**src/rtl/mcast_router.sv**
```systemverilog
`timescale 1ns/1ps
module mcast_router #(
  parameter int KEY_W  = 32,
  parameter int N_ENT  = 8,
  parameter int N_CORE = 4
) (
  input  logic                                  clk,
  input  logic                                  rst_n,
  input  logic                                  tbl_we,
  input  logic [$clog2(N_ENT)-1:0]              tbl_idx,
  input  logic                                  tbl_valid,
  input  logic [KEY_W-1:0]                      tbl_key,
  input  logic [KEY_W-1:0]                      tbl_mask,
  input  logic [6+N_CORE-1:0]                   tbl_dest,
  input  logic                                  in_valid,
  output logic                                  in_ready,
  input  logic [KEY_W-1:0]                      in_key,
  input  logic [$clog2(6+N_CORE)-1:0]           in_port,
  output logic [6+N_CORE-1:0]                   out_valid,
  input  logic [6+N_CORE-1:0]                   out_ready,
  output logic [KEY_W-1:0]                      out_key,
  output logic                                  drop_err
);
  localparam int N_LINK = 6;
  localparam int N_PORT = N_LINK + N_CORE;
  localparam int PW     = $clog2(N_PORT);
  localparam int HALF   = N_LINK / 2;

  logic [KEY_W-1:0]  ekey  [N_ENT];
  logic [KEY_W-1:0]  emask [N_ENT];
  logic [N_PORT-1:0] edest [N_ENT];
  logic [N_ENT-1:0]  evld;

  logic [N_PORT-1:0] pend;
  logic [KEY_W-1:0]  key_q;
  logic              err_q;

  logic              hit;
  logic [N_PORT-1:0] hit_dest;
  logic [N_PORT-1:0] dflt;
  logic              from_link;
  logic [PW-1:0]     opp;
  logic              accept;

  always_ff @(posedge clk) begin
    if (!rst_n) begin
      evld <= '0;
    end else if (tbl_we) begin
      evld[tbl_idx] <= tbl_valid;
    end
  end

  always_ff @(posedge clk) begin
    if (tbl_we) begin
      ekey[tbl_idx]  <= tbl_key;
      emask[tbl_idx] <= tbl_mask;
      edest[tbl_idx] <= tbl_dest;
    end
  end

  always_comb begin
    hit      = 1'b0;
    hit_dest = '0;
    for (int e = N_ENT - 1; e >= 0; e--) begin
      if (evld[e] && ((in_key & emask[e]) == ekey[e])) begin
        hit      = 1'b1;
        hit_dest = edest[e];
      end
    end
  end

  assign from_link = in_port < PW'(N_LINK);
  assign opp       = (in_port >= PW'(HALF)) ? in_port - PW'(HALF) : in_port + PW'(HALF);

  always_comb begin
    dflt = '0;
    if (from_link) dflt[opp] = 1'b1;
  end

  assign in_ready  = (pend == '0);
  assign accept    = in_valid && in_ready;
  assign out_valid = pend;
  assign out_key   = key_q;
  assign drop_err  = err_q;

  always_ff @(posedge clk) begin
    if (!rst_n) begin
      pend  <= '0;
      key_q <= '0;
      err_q <= 1'b0;
    end else if (accept) begin
      pend  <= hit ? hit_dest : dflt;
      key_q <= in_key;
      err_q <= !hit && !from_link;
    end else begin
      pend  <= pend & ~out_ready;
      err_q <= 1'b0;
    end
  end

  assert_hold_until_ready_R8: assert property (@(posedge clk) disable iff (!rst_n)
    (|(out_valid & ~out_ready)) |=>
      ((out_valid & $past(out_valid & ~out_ready)) == $past(out_valid & ~out_ready)));

  assert_key_stable_R8: assert property (@(posedge clk) disable iff (!rst_n)
    (|(out_valid & ~out_ready)) |=> $stable(out_key));

  assert_no_new_while_busy_R9: assert property (@(posedge clk) disable iff (!rst_n)
    (|out_valid) |=> ((out_valid & ~$past(out_valid)) == '0));

  assert_single_default_R6: assert property (@(posedge clk) disable iff (!rst_n)
    (accept && !hit && from_link) |=> ($countones(out_valid) == 1));

  assert_drop_after_accept_R7: assert property (@(posedge clk) disable iff (!rst_n)
    drop_err |-> ($past(in_valid && in_ready) && out_valid == '0));

  assert_drop_pulse_R7: assert property (@(posedge clk) disable iff (!rst_n)
    drop_err |=> !drop_err);
endmodule

```
**config.mk**
```make
export PLATFORM = sky130hd
export DESIGN_NAME = mcast_router
export DESIGN_NICKNAME = d
export VERILOG_FILES = /design/src/rtl/mcast_router.sv
export SDC_FILE = /design/constraint.sdc
export NUM_CORES = 1
export LEC_CHECK = 0
export ABC_AREA = 1
export BUFFER_PORTS_ARGS = -buffer_cell sky130_fd_sc_hd__buf_2
export CAP_MARGIN = 20
export CORE_ASPECT_RATIO = 0.5
export CORE_MARGIN = 2
export CORE_UTILIZATION = 44
export DETAILED_ROUTE_END_ITERATION = 12
export PLACE_DENSITY = 0.61
export SLEW_MARGIN = 30
export SYNTH_ARGS = -nofsm -noshare
export SYNTH_HDL_FRONTEND = slang
export SYNTH_SLANG_ARGS = --single-unit
```
**constraint.sdc**
```tcl
create_clock -name clk -period 5.4 [get_ports clk]
set_input_delay 1.08 -clock clk [delete_from_list [all_inputs] [get_ports clk]]
set_output_delay 1.08 -clock clk [all_outputs]
set_load 0.02 [all_outputs]
```
Yosys cells after proc, flatten, opt, wreduce, memory -nomap -nowiden
Memories as Yosys holds them, arrays and structs flattened.
Index checks and enable logic that the tools add are counted.
{ "totals": {"output_inout_bits": 44, "reg_bits": 51, "wordCells": 76, "memories": 3, "ramBits": 592} }
{ "memory_table": {"columns": ["memory", "words", "word_bits", "read_ports", "rd_ports_with_merged_regs", "wr", "line_no", "source"], "rows": [
  ["ekey", 8, 32, 8, 0, 1, "29", "logic [KEY_W-1:0] ekey [N_ENT];"],
  ["emask", 8, 32, 8, 0, 1, "30", "logic [KEY_W-1:0] emask [N_ENT];"],
  ["edest", 8, 10, 8, 0, 1, "31", "logic [N_PORT-1:0] edest [N_ENT];"]
]} }
{ "classes": {"n_lt_le_gt_ge": 6, "n_eq_ne": 8, "reduce_logical": 16, "n_mux": 27, "add_sub_neg": 2, "bitwise_logic": 10} }
{ "op_table": {"columns": ["cell", "n"], "rows": [
  ["32-bit bitwise AND", 8],
  ["32-bit equality test", 8],
  ["10-bit two-way mux", 11],
  ["1-bit logical AND", 12],
  ["1-bit two-way mux", 12],
  ["10-bit bitwise AND", 1],
  ["10-bit logical NOT", 1],
  ["10-bit inverter", 1],
  ["8-bit bitwise mux", 1],
  ["4-bit by 5-bit < comparator with 1-bit output, second input constant", 1],
  ["4-bit by 2-bit adder with 4-bit output, second input constant", 1],
  ["1-bit demux with 4-bit select", 1],
  ["4-bit by 1-bit >= comparator with 1-bit output, second input constant", 1],
  ["4-bit by 2-bit >= comparator with 1-bit output, second input constant", 1],
  ["3-bit by 4-bit < comparator with 1-bit output, second input constant", 1],
  ["4-bit by 3-bit < comparator with 1-bit output, second input constant", 1],
  ["4-bit two-way mux", 1],
  ["4-bit by 2-bit subtractor with 4-bit output, second input constant", 1],
  ["1-bit demux with 3-bit select", 1],
  ["3-bit by 1-bit >= comparator with 1-bit output, second input constant", 1],
  ["1-bit logical NOT", 2],
  ["2-bit AND reduction", 1]
]} }

Longest topological paths before layout
Gate-level depths: netlist (run 1).
{ "logic_depth": {"depth_word": 13, "ltp_mapped": 22} }

Worst setup path after synthesis (run 1)
No wires, ideal clock.
{ "synth_path": {"path_type": "input to register", "from": "input tbl_we", "to": "memory edest[2][0] in the netlist's numbering, enable pin", "setup_slack_ns": 0.474, "arrival_time_ns": 4.419, "setup_ns": 0.508, "n_path_buf": 0, "path_stages": 4, "cell_sequence": "inv_1 nor2_1 inv_1 nor2_1"} }
{ "synth_between": {"elab_chain_cells": 2} }
{ "synth_rtl": {"columns": ["item", "line_no", "source"], "rows": [
  ["start, declared", "9", "input logic tbl_we,"],
  ["1-bit two-way mux", "54", "if (tbl_we) begin"],
  ["1-bit two-way mux (implied by the code)", "57", "edest[tbl_idx] <= tbl_dest;"],
  ["end, declared", "31", null]
]} }
No other way between the ends.

Worst setup path in the final report (run 1)
{ "layout_path": {"from": "input in_key[10]", "to": "register pend[9] (netlist: out_valid[9])"} }
{ "layout_between": {"elab_chain_cells": 13, "word_cells_on_any_way": 42} }
{ "layout_rtl": {"columns": ["item", "line_no", "source"], "rows": [
  ["start, declared", "17", "input logic [KEY_W-1:0] in_key,"],
  ["32-bit bitwise AND", "65", "if (evld[e] && ((in_key & emask[e]) == ekey[e])) begin"],
  ["32-bit equality test", "65", null],
  ["1-bit logical AND", "65", null],
  ["10-bit two-way mux / 1-bit two-way mux (equally long branches) (8 in a row)", "65", null],
  ["10-bit two-way mux (*)", "92", "pend <= hit ? hit_dest : dflt;"],
  ["10-bit two-way mux (*)", "91", "end else if (accept) begin"],
  ["end signal, assigned", "92", null],
  ["end signal, assigned", "96", "pend <= pend & ~out_ready;"],
  ["end, declared", "34", "logic [N_PORT-1:0] pend;"]
]} }
Mark *: on every way between the ends. The rest lies on a longest branch, timed or not.
A chain may end at the register's enable or synchronous reset.

==> impl_metrics.csv, run 1 <==
group,metric,value,unit
synth,synth_ff_type,"edfxtp_1",
die,die-area,0.06572,mm²
synth,synth_edf_count,592,
grt,grt_usage,32.80,%
grt,grt-ovfl-total,0,
grt,grt_first_pass_wirelength,147.3,mm
worst_setup_path,worstSetupStartpointType,"input port",
grt,grt_pass1_vias,18540,
timing,rsz0062_at_grt,"false",
hold_path,hold_path.class,"reg -> reg",
finish,final_area,0.03185,mm²
timing,period_share,73.97,%
clocking,ctsResizeCount,0,
timing,setup_violations,0,
status,status,"completed",
clocking,htreeDepth,2,
clocking,postCtsSetupBuffers,0,
synth,synth.yosys.seq_area_share,67.21,%
synth,synthTopCellsByCount,"nand2_1 (749), edfxtp_1 (592), inv_1 (180)",
timing,skew,34.04,ps
die,die_h,182.3,µm
drt,viasPerCell,5.638,
synth,yosysMostFrequentCell,"nand2_1",
worst_setup_path,crit_type,"in -> reg",
placed_design,placed_area,0.02981,mm²
synth,ys_ff_latch,643,
worst_setup_path,cp_data_arrival_time,4480,ps
timing,slew_viol_final,0,
synth,synth_cells,2529,
drt,num_vias,20390,
die,ioPinCount,172,
synth,synth_fp_nets,2659,
clocking,clk_pin_slew,70,ps
clocking,cts_hold_buffers,0,
placed_design,hpwlAfterDp,84.95,mm
pwr,p_leak,12.19,nW
synth,synth_area_leaders,"edfxtp_1 (64%), nand2_1 (10%), dfxtp_1 (3.7%), inv_1 (2.4%), nand3_1 (2.3%)",
drt,drc_errors,0,
grt,antenna_found_initial,9,
die,fp.dieW,360.6,µm
finish,syn_to_final_growth,13.89,%
flow_run,drv_cap,0,
pwr,cellPowerDensity,363.6,mW/mm²
clocking,cts_tree,"done",
finish,nNetsFinal,2858,
clocking,root_buffer,"clkbuf_16",
drt,wl_per_cell,30.20,µm
synth,async_reset_ff_share,0,%
clocking,clock_latency,660,ps
synth,synth_top_cell_by_area,"edfxtp_1",
timing,worst_slew_pin_slew,1090,ps
worst_setup_path,worstRegToRegCells,14,
synth,yosysWarnings,0,
die,rows,65,
timing,setup_tns,0,ps
hold_path,min_path_cells,2,
clocking,cts_buffers,57,
worst_setup_path,crit_fanout,13,
synth,synth_top_area_share,63.56,%
placed_design,gp_congestion,1.025,
timing,timing.fmax,250.3,MHz
drt,firstDrtPassIters,5,
grt,grt_max_degree,55,
synth,yosys.cell_types.count,55,
timing,relSlewSlack,26.83,%
worst_setup_path,required,5890,ps
die,start_util,44.43,%
placed_design,io_buffers,171,
die,core-area,0.06295,mm²
timing,period_needed,3994,ps
worst_setup_path,end_kind,"flip-flop",
clocking,cts_sinks,643,
finish,final_util,50.60,%
drt,ant_nets,0,
drt,drt-total-wl,109.2,mm
synth,syn_area,0.02797,mm²
finish,layout-drive-gt1-share,14.44,%
pwr,ir_drop,0.2587,mV
finish,n_fill_cell,5636,
drt,first_iter_violations,2738,
clocking,cts_buffer_depth,3,
synth,synth.avg_cell_area,11.06,µm²
timing,hold_violations,0,
[power by group]
part           leakage (nW)  internal [W]  switching [W]
combinational          5.41      0.000326        0.00103
sequential             5.79       0.00568       0.000108
clock                 0.988       0.00251        0.00193
total                  12.2       0.00851        0.00307
[flip-flops by register name, indices dropped and copies added (netlist names)]
register and flops:
out_valid 10, evld 8, out_key 32, emask 256
edest 80, drop_err 1, ekey 256
[critical path: stages]
cell and delay, ps:
buf_2 180, nand2_1 100, or2_0 130, o21ai_0 310
nor2_1 180, nand4_1 150, nor3_1 180, nand3_1 570
nor2_1 910, nand3b_2 280, nor2_4 120, nor2_1 100
nand2_1 60, nand2_1 70, a21oi_2 50
[final timing paths]
check | startpoint | endpoint | slack (ps)
hold reg to reg | out_key[2] | out_key[2] | 460
hold / removal | out_key[2] | out_key[2] | 460
setup reg to reg | emask[0][10] | out_valid[9] | 1690
setup / recovery | in_key[10] | out_valid[9] | 1410
[area by class of cell]
type / instances / area, µm² / share of cell area, %
flip-flops and latches: 643 / 18800 / 59.01
multi-input cells: 1634 / 8140 / 25.55
clock buffers: 85 / 1729 / 5.428
repair buffers: 197 / 1129 / 3.543
well taps: 837 / 1047 / 3.288
inverters: 195 / 732.0 / 2.298
clock inverters: 23 / 271.5 / 0.8523
diodes: 3 / 7.507 / 0.02357
[cell usage in the layout (no fill, tap or decap), drive strengths merged, types with 3 or more instances in the layout]
cell / synthesis / routed
o21ai: 76 / 76
bufinv: 0 / 6
nor3b: 13 / 13
clkbuf: 15 / 85
a21oi: 63 / 63
dfxtp: 51 / 51
diode: 0 / 3
or2: 48 / 48
nand3: 134 / 134
nor3: 70 / 70
nor2: 193 / 193
a31oi: 3 / 3
clkinv: 4 / 18
o2111ai: 5 / 5
o21a: 5 / 5
xor2: 30 / 30
nand3b: 47 / 47
inv: 191 / 194
and2: 14 / 14
buf: 42 / 197
nand4: 91 / 91
nand2: 758 / 758
xnor2: 43 / 43
edfxtp: 592 / 592
nor4: 27 / 27
[metrics by stage]
stage | std cells | power [W] | setup slack (ps) | hold WS (ps)
floorplan | 2529 | 0.006562 | 473.5 | 477.9
CTS | 3613 | 0.01158 | 1583 | 462.3
finish | 3617 | 0.01158 | 1406 | 460.9
global route | 3614 | 0.01189 | 1253 | 476.8
detailed placement | 3505 | 0.007224 | 939.2 | 451.9
global placement | 3504 | 0.007215 | 520.8 | 448.8
[metal layers]
metal / global-route usage [%] / part of all wire [%] / up-vias
met5: 0 / 0 / -
met4: 4.201 / 1.1 / 0
met3: 9.695 / 11 / 85
met2: 47.88 / 42 / 974
met1: 49.45 / 46 / 10200
li1: - / - / 9133
[cell families (layout without fill, tap and decap cells)]
group                      count (synthesis)  after routing  synth area share (%)
xor gates and xnor gates                  73             73                 2.286
and+or+nand+nor                         1400           1400                 23.16
buffers and inverters                    252            500                 4.013
other                                      0              3                     0
AOI/OAI and AO/OA                        159            159                 3.243
adders and majority gates                  2              2               0.08946
DFF                                      643            643                 67.21
No activity file was read; power rests on OpenSTA's default activity.
==> run 2, diff against run 1 <==
--- a/config.mk
+++ b/config.mk
@@ -12,7 +12,7 @@
 export CORE_MARGIN = 2
 export CORE_UTILIZATION = 44
 export DETAILED_ROUTE_END_ITERATION = 12
-export PLACE_DENSITY = 0.61
+export PLACE_DENSITY = 0.63
 export SLEW_MARGIN = 30
 export SYNTH_ARGS = -nofsm -noshare
 export SYNTH_HDL_FRONTEND = slang
==> constraint.sdc (replaced) <==
create_clock -name clk -period 3.2 [get_ports clk]
set_input_delay 0.64 -clock clk [delete_from_list [all_inputs] [get_ports clk]]
set_output_delay 0.64 -clock clk [all_outputs]
set_load 0.02 [all_outputs]
==> impl_metrics.csv, run 2 (synthesis results as in run 1) <==
group,metric,value,unit
worst_setup_path,required,3720,ps
clocking,cts_sinks,643,
clocking,cts_buffer_depth,3,
worst_setup_path,r2r_end,"out_valid[8]",
finish,final_common_cell,"nand2_1",
finish,largestRegisters,"ekey: 256 flops, emask: 256 flops, edest: 80 flops",
hold_path,min_path_cells,3,
grt,antenna_found_initial,5,
grt,grtUsageMet3,7.100,%
worst_setup_path,cp_data_arrival_time,3480,ps
clocking,postCtsSetupBuffers,0,
placed_design,io_buffers,171,
hold_path,hold_end,"out_valid[7]",
die,ioPinCount,172,
pwr,ir_drop,0.4370,mV
worst_setup_path,crit_type,"in -> reg",
grt,grt_pass1_vias,19160,
drt,num_vias,21050,
drt,viasPerCell,5.557,
pwr,power.internal,0.01422,W
timing,setup_slack,243.1,ps
hold_path,worstHoldStart,"out_ready[7]",
finish,nNetsFinal,3032,
timing,worst_slew_pin_slew,940.9,ps
clocking,cts_buffers,57,
die,fp.dieW,360.6,µm
pwr,p_switching,0.005128,W
pwr,sw_frac_of_total,26.50,%
placed_design,hpwlAfterDp,81.89,mm
hold_path,hold_path.class,"in -> reg",
clocking,ctsResizeCount,0,
drt,ant_nets,0,
grt,met2_usage,46.99,%
worst_setup_path,r2r_slack,250,ps
status,status,"completed",
timing,period_share,92.40,%
timing,rsz0062_at_grt,"false",
die,die_h,182.3,µm
placed_design,gp_congestion,1.072,
grt,busiest_layer,"met1",
drt,firstDrtPassIters,7,
worst_setup_path,slowest_stage,"nor3b_1",
pwr,p_leak,13.04,nW
grt,grt_first_pass_wirelength,143.7,mm
die,die-area,0.06572,mm²
clocking,cts_hold_buffers,0,
timing,slew_viol_final,0,
die,rows,65,
drt,first_iter_violations,2961,
finish,final_cell_mix,"nand2_1 (749), edfxtp_1 (592), inv_1 (180)",
grt,grt_max_degree,76,
flow_run,drv_cap,0,
worst_setup_path,end_kind,"flip-flop",
worst_setup_path,crit_top_cell,"buf_4",
drt,drt-total-wl,104.9,mm
timing,timing.fmax,338.2,MHz
worst_setup_path,crit_fanout,18,
clocking,root_buffer,"clkbuf_16",
finish,syn_to_final_growth,18.87,%
pwr,total_power,0.01935,W
timing,setup_violations,0,
pwr,cellPowerDensity,582.0,mW/mm²
timing,period_needed,2957,ps
finish,final_util,52.82,%
finish,final_area,0.03325,mm²
grt,grt_usage,31.51,%
timing,relSlewSlack,36.69,%
timing,skew,23.40,ps
drt,drc_errors,0,
pwr,clockPowerShare,37.1,%
timing,hold_violations,0,
pwr,pwr-share-seq,50.4,%
finish,layout-drive-gt1-share,19.26,%
clocking,clk_pin_slew,70,ps
placed_design,placed_area,0.03134,mm²
worst_setup_path,crit_chain,"buf_2 > buf_4 > nand2_2 > and2_1 > inv_2 > nand2_1 > nor3_1 > nor3b_1 > buf_4 > nand3_2 > buf_4 > o21ai_1 > nor2_1 > nand2_1 > o21ai_1 > a21oi_1 > nor2_1",
worst_setup_path,worstSetupStartpointType,"input port",
worst_setup_path,worst_path_largest_cell_delay,720,ps
grt,gr-usage-met1,47.71,%
worst_setup_path,startpoint,"in_key[1]",
die,core-area,0.06295,mm²
pwr,pwr-share-comb,12.5,%
worst_setup_path,worstReg2RegStart,"ekey[3][21]",
grt,grt-ovfl-total,0,
clocking,cts_tree,"done",
die,start_util,44.43,%
clocking,htreeDepth,2,
clocking,clock_latency,630,ps
drt,wl_per_cell,27.69,µm
worst_setup_path,worstRegToRegCells,14,
placed_design,place_ws,-166.4,ps
run 2: changes by cell type in the layout (fill, tap and decap cells not counted), moves of 2 or more:
| cell | change |
|---|---|
| buf_12 | +21 |
| clkinv_8 | +2 |
| buf_16 | -2 |
| clkbuf_8 | -3 |
| clkinv_4 | +3 |
| buf_4 | +155 |
| clkbuf_1 | -5 |
| clkbuf_16 | -6 |
| diode_2 | -2 |
| clkinv_1 | +5 |
run 2: final cells by class:
cell class	count	area, µm²
tap	837	1047
multi-input combinational	1634	8109
antenna	1	2.502
clock inverter	35	382.9
timing repair buffer	371	2658
fill	5620	29700
clock buffer	71	1519
sequential	643	18800
inverter	195	732.0
run 2: power by group through the flow:
stage | sequential [W] | combinational (W) | clock, W
floorplan | 0.0101 | 0.000981 | 0
global placement | 0.00993 | 0.00236 | 0
detailed placement | 0.00994 | 0.00237 | 0
CTS | 0.00976 | 0.00238 | 0.00724
global route | 0.00979 | 0.00256 | 0.00758
finish | 0.00976 | 0.00241 | 0.00718
run 2: how the worst max path moves through the flow:
| stage | end | cells after the start | slack (ps) |
|---|---|---|---|
| finish | out_valid[8] | 17 | 240 |
| global route | out_valid[4] | 17 | 200 |
| CTS | out_valid[5] | 17 | 370 |
| detailed placement | out_valid[8] | 17 | -170 |
| global placement | out_valid[8] | 19 | -190 |
| floorplan | edest[3][0] | 4 | -1250 |
run 2: critical path: cells and delay by family:
kind	cells	cell delay, ps
AOI/OAI and AO/OA	3	310
buffers and inverters	5	870
and+or+nand+nor	9	1630
run 2: stage by stage:
| stage | hold WS [ps] | setup TNS [ps] | instances |
|---|---|---|---|
| final | 283.8 | 0 | 3787 |
| after floorplan | 477.9 | -385800 | 2529 |
| after global routing | 283.5 | 0 | 3786 |
| after CTS | 264.4 | 0 | 3786 |
| after global placement | 449.8 | -1335 | 3680 |
| after detailed placement | 451.9 | -1237 | 3680 |
run 2: metal layers:
metal	wire length [µm]	vias up
li1	-	9472
met1	46790	10380
met2	45070	1058
met3	11160	129
met4	1802	4
met5	32	-
